File: src/rtl/txf_pkg.sv
package txf_pkg;
   typedef enum logic {
      SEL_FLAGS  = 1'b0,
      SEL_ENABLE = 1'b1
   } txf_sel_e;

   // bus position of a slot for a given layout
   function automatic int slot_pos(input int slot, input int bus_w, input bit msb_first);
      return msb_first ? (bus_w - 1 - slot) : slot;
   endfunction
endpackage

File: src/rtl/txf_bus_to_slot.sv
module txf_bus_to_slot #(
   parameter int SLOTS     = 16,
   parameter int BUS_W     = 16,
   parameter bit MSB_FIRST = 1'b1
) (
   input  logic [BUS_W-1:0] bus_in,
   output logic [SLOTS-1:0] slot_out
);
   import txf_pkg::*;

   for (genvar i = 0; i < SLOTS; i++) begin : g_slot
      localparam int POS = slot_pos(i, BUS_W, MSB_FIRST);
      assign slot_out[i] = bus_in[POS];
   end
endmodule

File: src/rtl/txf_slot_to_bus.sv
module txf_slot_to_bus #(
   parameter int SLOTS     = 16,
   parameter int BUS_W     = 16,
   parameter bit MSB_FIRST = 1'b1
) (
   input  logic [SLOTS-1:0] slot_in,
   output logic [BUS_W-1:0] bus_out
);
   import txf_pkg::*;

   always_comb begin
      bus_out = '0;
      for (int i = 0; i < SLOTS; i++) begin
         bus_out[slot_pos(i, BUS_W, MSB_FIRST)] = slot_in[i];
      end
   end
endmodule

File: src/rtl/txf_flag_cell.sv
module txf_flag_cell (
   input  logic clk,
   input  logic rst_n,
   input  logic set_i,
   input  logic clr_i,
   output logic flag_o
);
   // set has priority over clear so a failure is never lost
   always_ff @(posedge clk or negedge rst_n) begin
      if (!rst_n)     flag_o <= 1'b0;
      else if (set_i) flag_o <= 1'b1;
      else if (clr_i) flag_o <= 1'b0;
   end
endmodule

File: src/rtl/txf_irq_merge.sv
module txf_irq_merge #(
   parameter int SLOTS      = 16,
   parameter bit REGISTERED = 1'b1
) (
   input  logic             clk,
   input  logic             rst_n,
   input  logic [SLOTS-1:0] flags,
   input  logic [SLOTS-1:0] enables,
   output logic             irq
);
   logic pending;
   assign pending = |(flags & enables);

   if (REGISTERED) begin : g_reg
      always_ff @(posedge clk or negedge rst_n) begin
         if (!rst_n) irq <= 1'b0;
         else        irq <= pending;
      end
   end else begin : g_comb
      logic unused_clk;
      assign unused_clk = clk ^ rst_n;
      assign irq = pending;
   end
endmodule

File: src/rtl/txf_status_reg.sv
module txf_status_reg #(
   parameter int SLOTS     = 16,
   parameter int BUS_W     = 16,
   parameter bit MSB_FIRST = 1'b1,
   parameter bit IRQ_REG   = 1'b1
) (
   input  logic             clk,
   input  logic             rst_n,
   input  logic [SLOTS-1:0] fail_arb,
   input  logic [SLOTS-1:0] fail_txerr,
   input  logic             reg_addr,
   input  logic             wr_en,
   input  logic [BUS_W-1:0] wr_data,
   output logic [BUS_W-1:0] rd_data,
   output logic             irq
);
   import txf_pkg::*;

   if (SLOTS < 1 || SLOTS > BUS_W) begin : g_bad_slots
      $error("txf_status_reg: SLOTS must be in 1..BUS_W");
   end

   logic [SLOTS-1:0] flag_q;
   logic [SLOTS-1:0] en_q;
   logic [SLOTS-1:0] wr_slot;
   logic [SLOTS-1:0] fail_any;
   logic [BUS_W-1:0] flag_bus;
   logic [BUS_W-1:0] en_bus;
   logic             wr_flags;
   logic             wr_enable;

   assign fail_any  = fail_arb | fail_txerr;
   assign wr_flags  = wr_en && (txf_sel_e'(reg_addr) == SEL_FLAGS);
   assign wr_enable = wr_en && (txf_sel_e'(reg_addr) == SEL_ENABLE);

   txf_bus_to_slot #(.SLOTS(SLOTS), .BUS_W(BUS_W), .MSB_FIRST(MSB_FIRST)) u_wr_map (
      .bus_in  (wr_data),
      .slot_out(wr_slot)
   );

   for (genvar i = 0; i < SLOTS; i++) begin : g_flag
      txf_flag_cell u_cell (
         .clk   (clk),
         .rst_n (rst_n),
         .set_i (fail_any[i]),
         .clr_i (wr_flags && !wr_slot[i]),
         .flag_o(flag_q[i])
      );
   end

   always_ff @(posedge clk or negedge rst_n) begin
      if (!rst_n)         en_q <= '0;
      else if (wr_enable) en_q <= wr_slot;
   end

   txf_slot_to_bus #(.SLOTS(SLOTS), .BUS_W(BUS_W), .MSB_FIRST(MSB_FIRST)) u_flag_map (
      .slot_in(flag_q),
      .bus_out(flag_bus)
   );

   txf_slot_to_bus #(.SLOTS(SLOTS), .BUS_W(BUS_W), .MSB_FIRST(MSB_FIRST)) u_en_map (
      .slot_in(en_q),
      .bus_out(en_bus)
   );

   assign rd_data = (txf_sel_e'(reg_addr) == SEL_FLAGS) ? flag_bus : en_bus;

   txf_irq_merge #(.SLOTS(SLOTS), .REGISTERED(IRQ_REG)) u_irq (
      .clk    (clk),
      .rst_n  (rst_n),
      .flags  (flag_q),
      .enables(en_q),
      .irq    (irq)
   );
endmodule

File: config.mk
export PLATFORM = sky130hd
export DESIGN_NAME = txf_status_reg
export DESIGN_NICKNAME = d
export VERILOG_FILES = /design/src/rtl/txf_pkg.sv /design/src/rtl/txf_bus_to_slot.sv /design/src/rtl/txf_slot_to_bus.sv /design/src/rtl/txf_flag_cell.sv /design/src/rtl/txf_irq_merge.sv /design/src/rtl/txf_status_reg.sv
export SDC_FILE = /design/constraint.sdc
export NUM_CORES = 1
export LEC_CHECK = 0
export BUFFER_PORTS_ARGS = -buffer_cell sky130_fd_sc_hd__buf_2
export CORE_MARGIN = 4
export CORE_UTILIZATION = 49
export DETAILED_ROUTE_END_ITERATION = 6
export MAX_ROUTING_LAYER = met4
export PLACE_DENSITY_LB_ADDON = 0.08
export SETUP_SLACK_MARGIN = 0.1
export SYNTH_ARGS = -nofsm -noshare
export SYNTH_HDL_FRONTEND = slang
export SYNTH_SLANG_ARGS = --single-unit
export TNS_END_PERCENT = 20
File: constraint.sdc
create_clock -name clk -period 1.92 [get_ports clk]
set_input_delay 0.192 -clock clk [delete_from_list [all_inputs] [get_ports clk]]
set_output_delay 0.192 -clock clk [all_outputs]
set_load 0.01 [all_outputs]
# After elaboration in Yosys (flattened, before gate mapping)
# Index checks and enable logic that the tools add are counted.
# W data, S select, Z words.
[word_totals] output_inout_bits=17 regBits=33 elab_cells=105 input_bits=52
[op_classes] n_reduce_logical=51 bitwise=3 mux=33
[op_table] op="$mux W1" n=32
[op_table] op="$reduce_bool A2 Y1" n=16
[op_table] op="$logic_and A1 B1 Y1" n=18
[op_table] op="$and A16 B16 Y16" n=1
[op_table] op="$logic_not A1 Y1" n=16
[op_table] op="$mux W16" n=1
[op_table] op="$or A16 B16 Y16" n=1
[op_table] op="$reduce_or A16 Y1" n=1
[op_table] op="$not A1 Y1" n=1

# Depth between registers and ports, before layout
# Gate-level depths: netlist (run 1).
[depth] depth_word=5 mapped_depth=5

# By module
# A second synthesis (run 1) with hierarchy kept.
[hier_totals] hier_cells=193 hier_area_um2=2093.3
[by_module_without_submodules] module="txf_status_reg" instances=1 seq_area_each_um2=400.4 area_each_um2=1026.0 cells_per_inst=87
[by_module_without_submodules] module="txf_flag_cell" instances=16 seq_area_each_um2=25.0 area_each_um2=36.3 cells_per_inst=3
[by_module_without_submodules] module="txf_slot_to_bus" instances=2 seq_area_each_um2=0.0 area_each_um2=120.1 cells_per_inst=16
[by_module_without_submodules] module="txf_irq_merge" instances=1 seq_area_each_um2=25.0 area_each_um2=126.4 cells_per_inst=10
[by_module_without_submodules] module="txf_bus_to_slot" instances=1 seq_area_each_um2=0.0 area_each_um2=120.1 cells_per_inst=16

# Worst setup path before layout (run 1)
# No wires, ideal clock.
[synth_timing] kind="input port to output port" startpoint="in reg_addr" endpoint="out rd_data[0]" path_slack_ns=0.891 t_required_ns=1.728 arrival_time_ns=0.837 cell_stages=3 path_cell_list="buf_6 > buf_4 > mux2_2"
[synth_between] elab_chain_cells=1
[synth_rtl] item="start, declared" line="txf_status_reg.sv:11" source="input logic reg_addr,"
[synth_rtl] item="$mux W16" line="txf_status_reg.sv:66" source="assign rd_data = (txf_sel_e'(reg_addr) == SEL_FLAGS) ? flag_bus : en_bus;"
[synth_rtl] item="end, declared" line="txf_status_reg.sv:14" source="output logic [BUS_W-1:0] rd_data,"
# Every way passes these cells.

# Final worst setup path (run 1)
[layout_timing] startpoint="reg en_q[3]" endpoint="out rd_data[12]"
[layout_between] elab_chain_cells=1
[layout_rtl] item="start, declared" line="txf_status_reg.sv:24" source="logic [SLOTS-1:0] en_q;"
[layout_rtl] item="start signal, assigned" line="txf_status_reg.sv:53" source="else if (wr_enable) en_q <= wr_slot;"
[layout_rtl] item="$mux W16" line="txf_status_reg.sv:66"
# Every way passes these cells.

==> summary.json, run 1 <==
{
  "run_status": "completed",
  "grt_pass1_vias": 1322,
  "worstPathMaxFanout": 3,
  "ioPinCount": 69,
  "post_drt_via_cell_ratio": 4.91,
  "worstMarginPinSlew_ns": 0.726,
  "synthesis.area_per_instance_um2": 12.2,
  "mappedNetlistNets": 180,
  "critPathCaptureType": "primary output",
  "post_synth_inst_count": 128,
  "die-height_um": 64.4,
  "slew_violations": 0,
  "drt.antenna.violating_nets": 0,
  "worstSetupPathType": "flop to primary output",
  "starting_density_of_the_core_pct": 51.1,
  "ir_drop_mv": 0.500,
  "synthMostInstantiatedCell": "sky130_fd_sc_hd__dfrtp_1",
  "tns_ns": 0,
  "cts_post_setup_buffers_inserted": 0,
  "netlist_area_mm2": 0.00156,
  "detail_route.wl_per_cell_um": 13.6,
  "seqPwrFrac_pct": 53.7,
  "floorplan.die.width_um": 64.4,
  "cell_internal_pwr_mw": 1.07,
  "placement_rows": 20,
  "coreArea_mm2": 0.00305,
  "yosysTopAreaCell": "sky130_fd_sc_hd__dfrtp_1",
  "cts_inserted_buffers": 5,
  "clkTransAtPathRegs_ns": 0.11,
  "num_vias": 1208,
  "grt_setup_unrepaired": "no",
  "cts_root_buf": "sky130_fd_sc_hd__clkbuf_4",
  "grt_max_degree": 34,
  "rr_startpoint": "en_q[0]$_DFFE_PN0P_",
  "fin_worst_skew_ns": 0.0143,
  "sequential_cell_area_fraction_in_the_yosys_report_pct": 52.9,
  "min-delay-path-class": "input port to flop",
  "grt_antenna_before_repair": 0,
  "drtPass1Iterations": 4,
  "remaining_drc_errors": 0,
  "slew-limit-headroom_pct": 51.6,
  "cts-hold-fix-buffers": 1,
  "synth.distinct_cells": 15,
  "synth_seq_cells": 33,
  "critical_path.startpoint": "en_q[3]$_DFFE_PN0P_",
  "place_worst_setup_slack_ns": 0.564,
  "maxCapViolCount": 0,
  "n_fill_cell": 276,
  "cp.required_ns": 1.73,
  "yosysTopAreaCellShare_pct": 52.9,
  "antennaDiodeCount": 0,
  "switchingPower_mw": 0.408,
  "grt_first_pass_wirelength_um": 5710,
  "switching_fraction_pct": 27.6,
  "dp.final_hpwl_um": 2440,
  "report.final.hold_viol_count": 0,
  "fin_crit_ns": 1.37,
  "setup.worst_path.start_class": "flop",
  "drt_wl_total_um": 3350,
  "power_leakage_nw": 0.903,
  "worst_skew_pair.late_latency_ns": 0.34,
  "finalSetupViolations": 0,
  "cts-root-to-sink-buffers": 2,
  "cts-htree-levels": 2,
  "share_clk_of_total_power_pct": 25.5,
  "synth_enable_flop_cells": 0,
  "synth.top_cells.by_count": "33 x sky130_fd_sc_hd__dfrtp_1, 22 x sky130_fd_sc_hd__mux2_2, 16 x sky130_fd_sc_hd__nand2_1, 16 x sky130_fd_sc_hd__nor2_1, 15 x sky130_fd_sc_hd__o21ai_0",
  "ys.warnings.count": 0,
  "gp_congestion": 0.781,
  "max_freq_mhz": 732,
  "cts_tree": "yes",
  "synth.top_cells.by_area": "sky130_fd_sc_hd__dfrtp_1 53%, sky130_fd_sc_hd__mux2_2 16%, sky130_fd_sc_hd__mux2_4 9.6%",
  "syn_to_final_growth_pct": 27.9,
  "grt_use_total_pct": 18.4,
  "hold_start": "fail_arb[12]",
  "post_synthesis_async_set_or_reset_flop_share_pct": 100,
  "final_net_count": 253,
  "period_share_pct": 71.2,
  "comb_power_share_pct": 20.7,
  "cp.arrival_ns": 1.17,
  "globalRoute.totalOverflow": 0,
  "worst_slack_ns": 0.553,
  "ctsResizeCount": 0,
  "synthFlopType": "sky130_fd_sc_hd__dfrtp_1",
  "die_area_mm2": 0.00415,
  "drive_gt1_share_pct": 54.5,
  "clock_sink_count": 33,
  "first_iter_violations": 60,
  "port_buffers": 68,
  "powerDensity_mw_per_mm2": 741
}
-- kinds of logic after synthesis --
group | share of synthesized area (%)
simple gates | 9.70
flops | 52.9
mux | 25.5
compound gates | 9.62
buf+inv | 2.25
-- per-layer routing --
layer  GRT usage (%)  share of wire, %
met1            20.5                43
met2            30.7                49
met3            7.28               7.9
met4            5.54              0.48
met5               -                 0
-- cell usage in the layout, fill, tap and decap left out, drive strengths merged --
cell type,instances
a221oi,4
a22o,4
buf,68
clkbuf,5
clkinv,2
clkinvlp,1
dfrtp,33
dlygate4sd3,2
mux2,32
nand2,17
nand2b,1
nand4,1
nor2,16
o21ai,16
-- final timing paths --
kind	endpoint	slack (ns)	depth (start not counted)
worst max-delay path	rd_data[12]	0.55	2
worst min-delay path	g_flag[12].u_cell.flag_o$_DFFE_PN0P_	0.02	3
worst max register to register	u_irq.irq$_DFF_PN0_	0.74	3
worst min register to register	g_flag[7].u_cell.flag_o$_DFFE_PN0P_	0.53	2
max in group asynchronous	en_q[10]$_DFFE_PN0P_	1.01	2
min in group asynchronous	en_q[7]$_DFFE_PN0P_	0.43	2
-- state kept, by name, summed over array words and instances, names as in the netlist --
name,count
en_q,16
g_flag.u_cell.flag_o,16
u_irq.irq,1
-- per-stage QoR --
stage	instances	power [mW]	cell area [um2]	utilization (%)	hold WS (ns)
finish	246	1.48	2000	65.4	0.0185
floorplan	128	0.985	1560	-	-0.104
detailed placement	236	1.11	1920	62.9	0.289
CTS	245	1.50	1990	65.0	0.000339
global route	246	1.57	2000	65.4	0.00495
global placement	236	1.10	1920	62.9	0.286
-- power by group through the flow --
stage          Clock [mW]  Combinational, mW  Sequential (mW)
6_report            0.378              0.306            0.794
5_1_grt             0.432              0.338            0.803
4_1_cts             0.393              0.309            0.795
3_5_place_dp            0              0.306            0.808
3_3_place_gp            0              0.299            0.804
2_1_floorplan           0              0.190            0.795
-- area by class of cell --
type	count	area (um2)	area share, %
Sequential cell	33	826	41.4
Timing Repair Buffer	70	360	18.1
Multi-Input combinational cell	91	699	35.0
Tap cell	44	55.1	2.76
Clock inverter	3	17.5	0.878
Clock buffer	5	37.5	1.88
-- worst max-delay path: stages, from the launching register on --
cell and delay, ns:
sky130_fd_sc_hd__dfrtp_1 0.41, sky130_fd_sc_hd__mux2_2 0.28, sky130_fd_sc_hd__buf_2 0.14
Power figures use the tool's default switching activity.
==> run 2, diff against run 1 <==
Settings changed: CORE_UTILIZATION 49 to 46.
Clock period 1.92 ns to 1.39 ns, I/O delays scaled along.
==> summary.json, run 2 (synthesized netlist as in run 1, its figures left out) <==
{
  "run_status": "completed",
  "rr_startpoint": "en_q[0]$_DFFE_PN0P_",
  "rr_endpoint": "u_irq.irq$_DFF_PN0_",
  "die_area_mm2": 0.00439,
  "number_of_standard_cells_in_the_layout_taps_in_and_fillers_out": 284,
  "power_leakage_nw": 1.12,
  "cts-root-to-sink-buffers": 2,
  "timing.critical_path.mode_cell": "sky130_fd_sc_hd__dlygate4sd3_1",
  "worst_slack_ns": 0.0401,
  "ff2ff_path_depth": 3,
  "num_vias": 1429,
  "syn_to_final_growth_pct": 54.3,
  "period_share_pct": 97.1,
  "final_net_count": 291,
  "grt_pass1_vias": 1542,
  "placedCellCount": 239,
  "cts_tree": "yes",
  "setup.worst_path.start_class": "input port",
  "layout.cells.most_common_list": "65 x sky130_fd_sc_hd__buf_2, 33 x sky130_fd_sc_hd__dfrtp_1, 30 x sky130_fd_sc_hd__dlygate4sd3_1",
  "fin_worst_skew_ns": 0.00287,
  "detail_route.wl_per_cell_um": 15.6,
  "whs_endpoint": "g_flag[1].u_cell.flag_o$_DFFE_PN0P_",
  "floorplan.die.width_um": 66.2,
  "placement_rows": 20,
  "critical_path_s_largest_stage_delay_ns": 0.58,
  "fin_area_mm2": 0.00241,
  "grt_max_degree": 34,
  "port_buffers": 68,
  "worstHoldPathCells": 3,
  "n_fill_cell": 226,
  "slew-limit-headroom_pct": 74.8,
  "globalRoute.totalOverflow": 0,
  "min-delay-path-class": "input port to flop",
  "die-height_um": 66.2,
  "cts_root_buf": "sky130_fd_sc_hd__clkbuf_4",
  "placedInstanceArea_mm2": 0.00196,
  "drive_gt1_share_pct": 50.4,
  "cts_inserted_buffers": 5,
  "post_drt_via_cell_ratio": 5.03,
  "final-seq-area_um2": 826,
  "cp.arrival_ns": 1.57,
  "dp.final_hpwl_um": 2700,
  "grt_antenna_before_repair": 0,
  "post-route-util_pct": 76.3,
  "r2r_slack_ns": 0.13,
  "powerDensity_mw_per_mm2": 946,
  "clkTransAtPathRegs_ns": 0.10,
  "critical-path-top-delay-family": "buffers and inverters",
  "hold_start": "fail_txerr[1]",
  "coreArea_mm2": 0.00315,
  "multi_input_comb_area_um2": 709,
  "place_worst_setup_slack_ns": 0.162,
  "drtPass1Iterations": 4,
  "drt.antenna.violating_nets": 0,
  "worstSetupPathType": "input port to flop",
  "ioPinCount": 69,
  "grt_use_total_pct": 22.1,
  "gp_congestion": 0.806,
  "report.final.hold_viol_count": 0,
  "drt_wl_total_um": 4420,
  "top_regs": "en_q x16, g_flag.u_cell.flag_o x16, u_irq.irq x1",
  "cts-htree-levels": 2,
  "leading_cell_type_in_the_layout_fill_and_taps_excluded": "sky130_fd_sc_hd__buf_2",
  "grt_first_pass_wirelength_um": 7000,
  "worst_skew_pair.late_latency_ns": 0.33,
  "tns_ns": 0,
  "first_iter_violations": 73,
  "worst_hold_slack_ns": 0.000461,
  "antennaDiodeCount": 0,
  "timing.critical_path.buf_inv": 3,
  "grt_setup_unrepaired": "yes",
  "worstPathMaxFanout": 1,
  "ir_drop_mv": 0.507,
  "remaining_drc_errors": 0,
  "slew_violations": 0,
  "cp_slowest_cell": "sky130_fd_sc_hd__dlygate4sd3_1",
  "critPathCaptureType": "flop",
  "maxCapViolCount": 0,
  "fin_crit_ns": 1.35,
  "path_cells": "dlygate4sd3_1 -> buf_2 -> nor2_1 -> dlygate4sd3_1 -> nand2_1",
  "cp.required_ns": 1.61,
  "worstMarginPinSlew_ns": 0.378,
  "clock_sink_count": 33,
  "post-layout-total-power_mw": 2.28,
  "finalSetupViolations": 0,
  "max_freq_mhz": 741,
  "starting_density_of_the_core_pct": 49.5
}
-- run 2: changes by cell type in the layout (fill, tap and decap cells not counted), sizes merged --
cell,delta
dlygate4sd3,+28
buf,+10
clkbuf,+2
clkinvlp,-1
clkinv,-1
-- run 2: power breakdown --
| group | internal [mW] | switching [mW] | total (mW) |
|---|---|---|---|
| logic | 0.352 | 0.214 | 0.566 |
| clock network | 0.293 | 0.319 | 0.612 |
| registers | 1.04 | 0.0607 | 1.10 |
-- run 2: worst register-to-register path: stages (launching register included) --
cell,delay (ns)
sky130_fd_sc_hd__dfrtp_1,0.41
sky130_fd_sc_hd__a22o_1,0.24
sky130_fd_sc_hd__a221oi_1,0.32
sky130_fd_sc_hd__nand4_1,0.15
-- run 2: area by class of cell --
class                      instances  share of cell area (%)
clock buffer                       7                    2.70
clock inverter                     1                   0.208
multi-input combinational         91                    29.5
sequential                        33                    34.3
tap                               44                    2.29
timing repair buffer             108                    31.0
-- run 2: worst max-delay path by stage --
stage / startpoint / to / slack (ns) / depth (start not counted)
after global placement: en_q[0]$_DFFE_PN0P_ / u_irq.irq$_DFF_PN0_ / 0.22 / 3
final: fail_arb[9] / g_flag[9].u_cell.flag_o$_DFFE_PN0P_ / 0.04 / 5
after detailed placement: en_q[0]$_DFFE_PN0P_ / u_irq.irq$_DFF_PN0_ / 0.16 / 3
after global routing: fail_arb[9] / g_flag[9].u_cell.flag_o$_DFFE_PN0P_ / 0.03 / 5
after floorplan: g_flag[5].u_cell.flag_o$_DFFE_PN0P_ / u_irq.irq$_DFF_PN0_ / 0.37 / 3
after CTS: en_q[4]$_DFFE_PN0P_ / rd_data[11] / 0.09 / 2
-- run 2: routing by layer --
metal | global-route usage, % | up-vias | wire length (um)
li1 | - | 676 | -
met1 | 24.7 | 686 | 1780
met2 | 38.9 | 58 | 2280
met3 | 4.93 | 9 | 278
met4 | 7.36 | 0 | 79
met5 | - | - | 0
-- run 2: repair_timing --
action,CTS,global route
hold buffers,31,0
endpoints found under the hold margin,48,0
endpoints found under the setup margin,11,23
gates resized for setup,2,4
buffers inserted,4,3
==> run 3, diff against run 2 <==
Settings changed: BUFFER_PORTS_ARGS -buffer_cell sky130_fd_sc_hd__buf_2 to unset, CORE_UTILIZATION 46 to 49, DONT_BUFFER_PORTS set to 1.
==> summary.json, run 3 (synthesized netlist as in run 1, its figures left out) <==
{
  "run_status": "completed",
  "drive_gt1_share_pct": 22.5,
  "post-route-util_pct": 70.3,
  "cts_post_setup_buffers_inserted": 0,
  "drt.antenna.violating_nets": 0,
  "fin_worst_skew_ns": 0.00577,
  "clock_sink_count": 33,
  "top_regs": "en_q x16, g_flag.u_cell.flag_o x16, u_irq.irq x1",
  "coreArea_mm2": 0.00305,
  "min-delay-path-class": "input port to flop",
  "gp_congestion": 0.693,
  "placement_rows": 20,
  "n_fill_cell": 250,
  "report.final.hold_viol_count": 0,
  "cp.required_ns": 1.59,
  "worstMarginPinSlew_ns": 0.385,
  "post-layout-total-power_mw": 2.04,
  "grt_pass1_vias": 1381,
  "port_buffers": 0,
  "placedCellCount": 168,
  "final_net_count": 233,
  "cts-htree-levels": 2,
  "worstSetupPathType": "flop to flop",
  "cp.arrival_ns": 1.44,
  "slew-limit-headroom_pct": 74.3,
  "globalRoute.totalOverflow": 0,
  "power_leakage_nw": 0.873,
  "number_of_standard_cells_in_the_layout_taps_in_and_fillers_out": 226,
  "worstPathMaxFanout": 3,
  "remaining_drc_errors": 0,
  "layout.cells.most_common_list": "49 x sky130_fd_sc_hd__dlygate4sd3_1, 33 x sky130_fd_sc_hd__dfrtp_1, 22 x sky130_fd_sc_hd__mux2_2",
  "detail_route.wl_per_cell_um": 17.2,
  "grt_antenna_before_repair": 0,
  "setup.worst_path.start_class": "flop",
  "fin_crit_ns": 1.24,
  "grt_setup_unrepaired": "no",
  "slew_violations": 0,
  "floorplan.die.width_um": 64.4,
  "die_area_mm2": 0.00415,
  "antennaDiodeCount": 0,
  "powerDensity_mw_per_mm2": 950,
  "syn_to_final_growth_pct": 37.5,
  "max_freq_mhz": 807,
  "post_drt_via_cell_ratio": 5.27,
  "maxCapViolCount": 0,
  "cts_inserted_buffers": 5,
  "ir_drop_mv": 0.534,
  "grt_use_total_pct": 21.3,
  "dp.final_hpwl_um": 2240,
  "leading_cell_type_in_the_layout_fill_and_taps_excluded": "sky130_fd_sc_hd__dlygate4sd3_1",
  "drtPass1Iterations": 4,
  "cts_root_buf": "sky130_fd_sc_hd__clkbuf_4",
  "first_iter_violations": 75,
  "drt_wl_total_um": 3900,
  "grt_max_degree": 34,
  "starting_density_of_the_core_pct": 51.1,
  "cts-root-to-sink-buffers": 2,
  "die-height_um": 64.4,
  "cts_tree": "yes",
  "period_share_pct": 89.1,
  "critPathCaptureType": "flop",
  "finalSetupViolations": 0,
  "tns_ns": 0,
  "worst_hold_slack_ns": 0.138,
  "grt_first_pass_wirelength_um": 6520,
  "worst_skew_pair.late_latency_ns": 0.34,
  "num_vias": 1190,
  "clkTransAtPathRegs_ns": 0.09,
  "ioPinCount": 69
}
-- run 3: cell count changes in the layout (fill, tap and decap cells not counted), moves of 2 or more --
| cell | before | now |
|---|---|---|
| sky130_fd_sc_hd__buf_2 | 65 | 0 |
| sky130_fd_sc_hd__buf_4 | 9 | 0 |
| sky130_fd_sc_hd__buf_6 | 3 | 0 |
| sky130_fd_sc_hd__clkbuf_1 | 0 | 3 |
| sky130_fd_sc_hd__clkbuf_8 | 2 | 0 |
| sky130_fd_sc_hd__dlygate4sd3_1 | 30 | 49 |
| sky130_fd_sc_hd__mux2_2 | 20 | 22 |
| sky130_fd_sc_hd__mux2_4 | 12 | 10 |
-- run 3: layer usage --
layer / part of all wire [%] / wire [um] / GRT usage (%) / up-vias
met5: 0 / 0 / - / -
met4: 1.7 / 67 / 8.44 / 0
met3: 5.6 / 217 / 4.85 / 8
met2: 52 / 2030 / 37.2 / 46
met1: 41 / 1590 / 23.6 / 567
li1: - / - / - / 569
-- run 3: final cells by class --
cell class	count	area, um2	share of cell area (%)
tap	44	55.1	2.57
sequential	33	826	38.5
multi-input combinational	91	706	32.9
clock buffer	8	48.8	2.27
timing repair buffer	50	510	23.8
-- run 3: stage by stage --
stage               setup slack, ns  cell area [um2]
detailed placement            0.154             1580
global route                  0.102             2150
global placement              0.169             1580
CTS                           0.138             2140
finish                        0.151             2150
floorplan                     0.373             1560
-- run 3: power by group --
part | leakage [nW] | total [mW] | internal (mW) | switching, mW
Sequential | 0.341 | 1.10 | 1.04 | 0.0636
Combinational | 0.506 | 0.424 | 0.264 | 0.160
Clock | 0.0265 | 0.512 | 0.201 | 0.310
Total | 0.873 | 2.04 | 1.50 | 0.534
-- run 3: worst max-delay path, cell delays in order, from the launching register on --
cell,delay [ns]
sky130_fd_sc_hd__dfrtp_1,0.41
sky130_fd_sc_hd__a22o_1,0.24
sky130_fd_sc_hd__a221oi_1,0.33
sky130_fd_sc_hd__nand4_1,0.13
-- run 3: path summary, 6_finish.rpt --
| kind | start | to | slack [ns] | depth (start not counted) |
|---|---|---|---|---|
| worst max-delay path | en_q[0]$_DFFE_PN0P_ | u_irq.irq$_DFF_PN0_ | 0.15 | 3 |
| worst min-delay path | wr_en | g_flag[7].u_cell.flag_o$_DFFE_PN0P_ | 0.14 | 3 |
| worst max register to register | en_q[0]$_DFFE_PN0P_ | u_irq.irq$_DFF_PN0_ | 0.15 | 3 |
| worst min register to register | g_flag[7].u_cell.flag_o$_DFFE_PN0P_ | g_flag[7].u_cell.flag_o$_DFFE_PN0P_ | 0.52 | 2 |
| max in group asynchronous | rst_n | en_q[9]$_DFFE_PN0P_ | 0.96 | 2 |
| min in group asynchronous | rst_n | en_q[8]$_DFFE_PN0P_ | 0.26 | 2 |
-- run 3: timing repair --
action                                  CTS  global route
hold buffers                             50             0
gates resized for setup                   0             1
hold endpoints to repair                 65             0
endpoints found under the setup margin    0             1
